[config.mk]
export PLATFORM = sky130hd
export DESIGN_NAME = scan_tap
export DESIGN_NICKNAME = d
export VERILOG_FILES = /design/src/rtl/tap_pkg.sv /design/src/rtl/tap_fsm.sv /design/src/rtl/tap_ir.sv /design/src/rtl/tap_bsr.sv /design/src/rtl/scan_tap.sv
export SDC_FILE = /design/constraint.sdc
export NUM_CORES = 1
export LEC_CHECK = 0
export CORE_ASPECT_RATIO = 1.25
export CORE_MARGIN = 1
export CORE_UTILIZATION = 63
export DETAILED_ROUTE_END_ITERATION = 6
export DONT_BUFFER_PORTS = 1
export GPL_TIMING_DRIVEN = 0
export PLACE_DENSITY = 0.82
export SLEW_MARGIN = 40
export SYNTH_ARGS = -nofsm -noshare
export SYNTH_HDL_FRONTEND = slang
export SYNTH_SLANG_ARGS = --single-unit
[constraint.sdc]
create_clock -name tck -period 3 [get_ports tck]
set_clock_uncertainty 0.2 [all_clocks]
set_input_delay 0.6 -clock tck [delete_from_list [all_inputs] [get_ports tck]]
set_output_delay 0.6 -clock tck [all_outputs]
set_load 0.01 [all_outputs]
[src/rtl/tap_pkg.sv]
package tap_pkg;

   localparam int IR_W = 4;

   typedef enum logic [3:0] {
      ST_RESET, ST_IDLE,
      ST_SEL_DR, ST_CAP_DR, ST_SH_DR, ST_EX1_DR, ST_PAU_DR, ST_EX2_DR, ST_UPD_DR,
      ST_SEL_IR, ST_CAP_IR, ST_SH_IR, ST_EX1_IR, ST_PAU_IR, ST_EX2_IR, ST_UPD_IR
   } tap_state_t;

   localparam logic [IR_W-1:0] OP_EXTEST  = 4'b0000;
   localparam logic [IR_W-1:0] OP_IDCODE  = 4'b0001;
   localparam logic [IR_W-1:0] OP_SAMPLE  = 4'b0010;
   localparam logic [IR_W-1:0] OP_DBGEN   = 4'b0011;
   localparam logic [IR_W-1:0] OP_LOCK    = 4'b0100;
   localparam logic [IR_W-1:0] OP_HIGHZ   = 4'b1001;
   localparam logic [IR_W-1:0] OP_CLAMP   = 4'b1100;
   localparam logic [IR_W-1:0] OP_BYPASS  = 4'b1111;
   localparam logic [IR_W-1:0] IR_CAPTURE = 4'b0001;

   typedef enum logic [1:0] {SEL_BYP, SEL_ID, SEL_BND} dr_sel_t;

   typedef struct packed {
      dr_sel_t sel;
      logic    override;
      logic    hiz;
      logic    frst;
      logic    dbg;
   } tap_ctl_t;

   function automatic tap_ctl_t decode_op(input logic [IR_W-1:0] op);
      tap_ctl_t c;
      c = '{sel: SEL_BYP, override: 1'b0, hiz: 1'b0, frst: 1'b0, dbg: 1'b0};
      case (op)
         OP_EXTEST: begin c.sel = SEL_BND; c.override = 1'b1; c.frst = 1'b1; end
         OP_IDCODE: c.sel = SEL_ID;
         OP_SAMPLE: c.sel = SEL_BND;
         OP_DBGEN:  c.dbg = 1'b1;
         OP_HIGHZ:  begin c.hiz = 1'b1; c.frst = 1'b1; end
         OP_CLAMP:  begin c.override = 1'b1; c.frst = 1'b1; end
         default:   c.sel = SEL_BYP;
      endcase
      return c;
   endfunction

   function automatic tap_state_t next_state(input tap_state_t s, input logic m);
      tap_state_t n;
      case (s)
         ST_RESET:  n = m ? ST_RESET  : ST_IDLE;
         ST_IDLE:   n = m ? ST_SEL_DR : ST_IDLE;
         ST_SEL_DR: n = m ? ST_SEL_IR : ST_CAP_DR;
         ST_CAP_DR: n = m ? ST_EX1_DR : ST_SH_DR;
         ST_SH_DR:  n = m ? ST_EX1_DR : ST_SH_DR;
         ST_EX1_DR: n = m ? ST_UPD_DR : ST_PAU_DR;
         ST_PAU_DR: n = m ? ST_EX2_DR : ST_PAU_DR;
         ST_EX2_DR: n = m ? ST_UPD_DR : ST_SH_DR;
         ST_UPD_DR: n = m ? ST_SEL_DR : ST_IDLE;
         ST_SEL_IR: n = m ? ST_RESET  : ST_CAP_IR;
         ST_CAP_IR: n = m ? ST_EX1_IR : ST_SH_IR;
         ST_SH_IR:  n = m ? ST_EX1_IR : ST_SH_IR;
         ST_EX1_IR: n = m ? ST_UPD_IR : ST_PAU_IR;
         ST_PAU_IR: n = m ? ST_EX2_IR : ST_PAU_IR;
         ST_EX2_IR: n = m ? ST_UPD_IR : ST_SH_IR;
         default:   n = m ? ST_SEL_DR : ST_IDLE;
      endcase
      return n;
   endfunction

endpackage

[src/rtl/tap_fsm.sv]
module tap_fsm
   import tap_pkg::*;
(
   input  logic       tck,
   input  logic       trst_n,
   input  logic       tms,
   output tap_state_t state
);

   always_ff @(posedge tck or negedge trst_n) begin
      if (!trst_n) state <= ST_RESET;
      else         state <= next_state(state, tms);
   end

endmodule

[src/rtl/tap_ir.sv]
module tap_ir
   import tap_pkg::*;
(
   input  logic            tck,
   input  logic            trst_n,
   input  tap_state_t      state,
   input  logic            tdi,
   output logic [IR_W-1:0] ir,
   output logic            ir_so,
   output logic            sticky
);

   logic [IR_W-1:0] sr;

   always_ff @(posedge tck or negedge trst_n) begin
      if (!trst_n) begin
         sr     <= '0;
         ir     <= OP_IDCODE;
         sticky <= 1'b0;
      end else begin
         if (state == ST_CAP_IR)     sr <= IR_CAPTURE;
         else if (state == ST_SH_IR) sr <= {tdi, sr[IR_W-1:1]};
         if (!sticky) begin
            if (state == ST_RESET) begin
               ir <= OP_IDCODE;
            end else if (state == ST_UPD_IR) begin
               ir     <= sr;
               sticky <= (sr == OP_LOCK);
            end
         end
      end
   end

   assign ir_so = sr[0];

endmodule

[src/rtl/tap_bsr.sv]
module tap_bsr
   import tap_pkg::*;
#(
   parameter int LEN = 8
) (
   input  logic           tck,
   input  logic           trst_n,
   input  tap_state_t     state,
   input  logic           sel,
   input  logic           tdi,
   input  logic [LEN-1:0] pin_in,
   output logic [LEN-1:0] upd,
   output logic           so
);

   logic [LEN:0] chain;

   assign chain[LEN] = tdi;

   for (genvar i = 0; i < LEN; i++) begin : g_cell
      logic cap_q;
      logic upd_q;
      always_ff @(posedge tck or negedge trst_n) begin
         if (!trst_n) begin
            cap_q <= 1'b0;
            upd_q <= 1'b0;
         end else if (sel) begin
            case (state)
               ST_CAP_DR: cap_q <= pin_in[i];
               ST_SH_DR:  cap_q <= chain[i+1];
               ST_UPD_DR: upd_q <= cap_q;
               default:   ;
            endcase
         end
      end
      assign chain[i] = cap_q;
      assign upd[i]   = upd_q;
   end

   assign so = chain[0];

endmodule

[src/rtl/scan_tap.sv]
module scan_tap
   import tap_pkg::*;
#(
   parameter int               BND_LEN = 8,
   parameter int               ID_W    = 32,
   parameter logic [ID_W-1:0]  ID_CODE = 32'h0B5E_A0C3
) (
   input  logic               tck,
   input  logic               trst_n,
   input  logic               tms,
   input  logic               tdi,
   output logic               tdo,
   output logic               tdo_en,
   input  logic [BND_LEN-1:0] bnd_in,
   input  logic [BND_LEN-1:0] core_out,
   output logic [BND_LEN-1:0] pin_out,
   output logic               out_hiz,
   output logic               func_rst,
   output logic               dbg_en
);

   if (BND_LEN < 1) begin : g_bad_len
      $error("scan_tap: BND_LEN must be at least 1");
   end
   if (ID_W < 2) begin : g_bad_idw
      $error("scan_tap: ID_W must be at least 2");
   end
   if (ID_CODE[0] != 1'b1) begin : g_bad_id
      $error("scan_tap: ID_CODE bit 0 must be 1");
   end

   tap_state_t          state;
   logic [IR_W-1:0]     ir;
   logic                ir_so;
   logic                sticky;
   tap_ctl_t            ctl;
   logic [ID_W-1:0]     id_sr;
   logic                byp;
   logic [BND_LEN-1:0]  bnd_upd;
   logic                bnd_so;
   logic                dr_so;

   tap_fsm u_fsm (.tck(tck), .trst_n(trst_n), .tms(tms), .state(state));

   tap_ir u_ir (
      .tck(tck), .trst_n(trst_n), .state(state), .tdi(tdi),
      .ir(ir), .ir_so(ir_so), .sticky(sticky)
   );

   assign ctl = decode_op(ir);

   tap_bsr #(.LEN(BND_LEN)) u_bsr (
      .tck(tck), .trst_n(trst_n), .state(state), .sel(ctl.sel == SEL_BND),
      .tdi(tdi), .pin_in(bnd_in), .upd(bnd_upd), .so(bnd_so)
   );

   always_ff @(posedge tck or negedge trst_n) begin
      if (!trst_n) begin
         id_sr <= '0;
         byp   <= 1'b0;
      end else begin
         if (state == ST_CAP_DR) begin
            byp <= 1'b0;
            if (ctl.sel == SEL_ID) id_sr <= ID_CODE;
         end else if (state == ST_SH_DR) begin
            byp <= tdi;
            if (ctl.sel == SEL_ID) id_sr <= {tdi, id_sr[ID_W-1:1]};
         end
      end
   end

   always_comb begin
      case (ctl.sel)
         SEL_ID:  dr_so = id_sr[0];
         SEL_BND: dr_so = bnd_so;
         default: dr_so = byp;
      endcase
   end

   always_ff @(negedge tck or negedge trst_n) begin
      if (!trst_n) begin
         tdo    <= 1'b0;
         tdo_en <= 1'b0;
      end else begin
         tdo_en <= (state == ST_SH_DR) || (state == ST_SH_IR);
         tdo    <= (state == ST_SH_IR) ? ir_so : dr_so;
      end
   end

   assign pin_out  = ctl.override ? bnd_upd : core_out;
   assign out_hiz  = ctl.hiz;
   assign func_rst = ctl.frst;
   assign dbg_en   = ctl.dbg;

endmodule

==> impl_results.md, run 1 <==
- Non-filler cells, final: 370
- CTS tree: built
- Flops & latches, synth: 64
- Dpl hpwl: 3.90 mm
- Drt wl/cell: 17.6 µm
- Area growth syn-to-layout: 12.3%
- Worst Path Arrival: 2.00 ns
- Routability cong.: 0.754
- Total Wirelength: 6.53 mm
- PwrDens: 1050 mW/mm²
- Buffers added on ports: 0
- Dpl cells: 348
- CTS root buffer: clkbuf_8
- Layout fillers: 342
- Worst setup margin: -0.537 ns
- Die W: 65.3 µm
- Mapped Area: 0.00315 mm²
- H-tree levels: 3
- Commonest cells after routing, fill and taps aside: dfrtp_1, mux2_2, inv_1
- Worst-Skew Late Latency: 0.33 ns
- Largest net degree at the start of global routing: 63
- Vias in the first global route: 2226
- Most common cell after layout, fill and taps aside: dfrtp_1
- Initial antenna violation count: 0
- First-pass GRT wire length: 10.6 mm
- Critical Path Start Type: flip-flop
- Std-Cell Core Area: 0.00476 mm²
- Synth cell types: 48
- GRT Resource Usage Total: 27.6%
- Post-DRT Antenna Nets: 0
- Drt pass-1 iters: 4
- Final hold viol count: 0
- Vias per cell: 6.04
- CP cell instances: nand2b_4 -> or3_4 -> ha_4 -> a22oi_2 -> o21ai_1 -> mux2_4
- Max incr delay on CP: 0.56 ns
- Die height: 81.1 µm
- Final setup violation count: 3
- Status: finished, violations left
- Final net count: 327
- Worst rel slew slack: 67.8%
- GRT overflow: 0
- TritonCTS buffer count: 9
- Pre-CTS setup slack: -0.593 ns
- RSZ-0062 raised after global routing: true
- Worst slew pin tran: 0.483 ns
- CTS max path bufs: 2
- Max Fanout on Critical Path: 2
- Failing checks: setup timing
- Delay-heaviest family, CP: flip-flops
- Residual DRC: 0
- Syn Nets: 310
- Worst-path clk slew: 0.07 ns
- Starting Density: 66.2%
- Clk sinks: 64
- Overall via count from detail_route: 2233
- Share of post-route cells with drive strength above 1: 26.8%
- Buf+Inv Stages, Crit Path: 0
- Post-synthesis sequential area ratio: 50.8%
- Mapped Avg Cell Area: 10.9 µm²
- Site row count: 28
- Nature of the critical path endpoint: flip-flop
- Worst Hold Class: input port to flip-flop
- Ant. Diodes: 0
- Io pins: 33
- Max cap viols: 0
- 1st-iter DRT viols: 200
- Power Total: 0.00372 W
- Synth Instances: 288
- Final Max Slew Viols: 0
- Die area: 0.00529 mm²
- P_leak: 1.57 nW
- Crit path kind: flip-flop to flip-flop
- Slowest stage cell, crit path: dfstp_2
- Required time worst endpoint: 1.46 ns
- Syn. warnings: 0
- Worst IR Drop VDD: 0.642 mV
-- power breakdown --
part	switching, W	internal [W]	leakage [nW]
registers	0.000241	0.00121	0.815
clock network	0.000321	0.000379	0.0920
logic	0.000855	0.000709	0.668
-- final timing paths --
kind,startpoint,end,slack [ns],cells after the start
worst max-delay path,u_ir.ir[0]$_DFFE_PN1P_,tdo$_DFF_NN0_,-0.54,6
worst min-delay path,tdi,id_sr[31]$_DFFE_PN0P_,0.22,2
worst max register to register,u_ir.ir[0]$_DFFE_PN1P_,tdo$_DFF_NN0_,-0.54,6
worst min register to register,id_sr[7]$_DFFE_PN0P_,id_sr[7]$_DFFE_PN0P_,0.30,1
max in group asynchronous,trst_n,tdo_en$_DFF_NN0_,1.34,0
min in group asynchronous,trst_n,u_bsr.g_cell[4].cap_q$_DFFE_PN0P_,0.62,2
-- metrics by stage --
| stage | hold slack (ns) | setup TNS, ns | instance area (µm²) | util (%) |
|---|---|---|---|---|
| finish | 0.216 | -0.658 | 3540 | 74.3 |
| global route | 0.200 | -0.760 | 3540 | 74.3 |
| CTS | 0.204 | -0.659 | 3510 | 73.7 |
| detailed placement | 0.106 | -0.851 | 3230 | 67.8 |
| global placement | 0.106 | -0.853 | 3230 | 67.8 |
| floorplan | 0.104 | -0.475 | 3160 | - |
-- layer usage --
| metal | global-route usage [%] | vias up | part of all wire (%) |
|---|---|---|---|
| li1 | - | 1053 | - |
| met1 | 33.2 | 1116 | 41 |
| met2 | 46.8 | 54 | 54 |
| met3 | 6.74 | 10 | 3.7 |
| met4 | 11.7 | 0 | 1.5 |
| met5 | 0 | - | 0 |
-- sequential cells by signal (all words and copies together) (netlist names) --
name,cells
tdo_en,1
tdo,1
byp,1
u_bsr.so,1
u_bsr.g_cell.cap_q,7
u_ir.sticky,1
u_fsm.state,4
u_ir.sr,4
u_ir.ir,4
u_bsr.g_cell.upd_q,8
id_sr,32
-- what timing repair did --
item,CTS,global route
endpoints found under the setup margin,4,4
hold buffers,2,0
hold endpoints to repair,62,0
gates resized for setup,9,6
setup buffers,3,2
pin swaps,2,4
-- Yosys cell counts, drive strengths merged --
cell type | count | area (µm²)
dfrtn | 2 | 50.1
nand3b | 1 | 7.51
o21bai | 1 | 7.51
or3 | 1 | 6.26
nor2b | 5 | 31.3
nand4bb | 1 | 11.3
nand4 | 22 | 138
o211ai | 1 | 7.51
nor3b | 1 | 7.51
inv | 25 | 93.8
o21ai | 25 | 125
nand3 | 5 | 30.0
a21o | 1 | 7.51
nand2 | 13 | 48.8
o21a | 10 | 76.3
a22o | 3 | 26.3
or4b | 1 | 10.0
or3b | 1 | 8.76
dfrtp | 61 | 1530
nand2b | 3 | 18.8
clkbuf | 8 | 30.0
and2b | 1 | 7.51
nor2 | 14 | 52.6
a31o | 1 | 8.76
a22oi | 2 | 15.0
o32a | 1 | 10.0
and4bb | 1 | 12.5
dfstp | 1 | 26.3
nor4b | 3 | 41.3
o32ai | 1 | 8.76
a221oi | 1 | 8.76
buf | 12 | 76.3
mux2i | 6 | 60.1
o221ai | 1 | 8.76
ha | 2 | 25.0
nor3 | 5 | 25.0
or4 | 1 | 7.51
a21oi | 5 | 25.0
o31ai | 1 | 7.51
mux2 | 38 | 458
-- cell type report --
class | count | area, µm² | area share, %
clock buffers | 10 | 128 | 3.60
plain buffers | 19 | 109 | 3.07
flip-flops and latches | 64 | 1600 | 45.3
multi-input cells | 179 | 1400 | 39.5
well taps | 60 | 75.1 | 2.12
repair buffers | 7 | 75.1 | 2.12
clock inverters | 6 | 60.1 | 1.70
inverters | 25 | 93.8 | 2.65
-- logic make-up after synthesis --
logic type / Yosys count / share of synthesized area [%]
buffers and inverters: 45 / 6.35
DFF: 64 / 50.8
AOI/OAI and AO/OA: 54 / 10.9
muxes: 44 / 16.4
adders and majority gates: 2 / 0.794
and+or+nand+nor: 79 / 14.7
No activity file was read; power rests on OpenSTA's default activity.
==> run 2, diff against run 1 <==
Settings changed: CTS_CLUSTER_SIZE from default to 25.
==> results of run 2 <==
The final DEF is identical to that of run 1; final timing and power are the same.
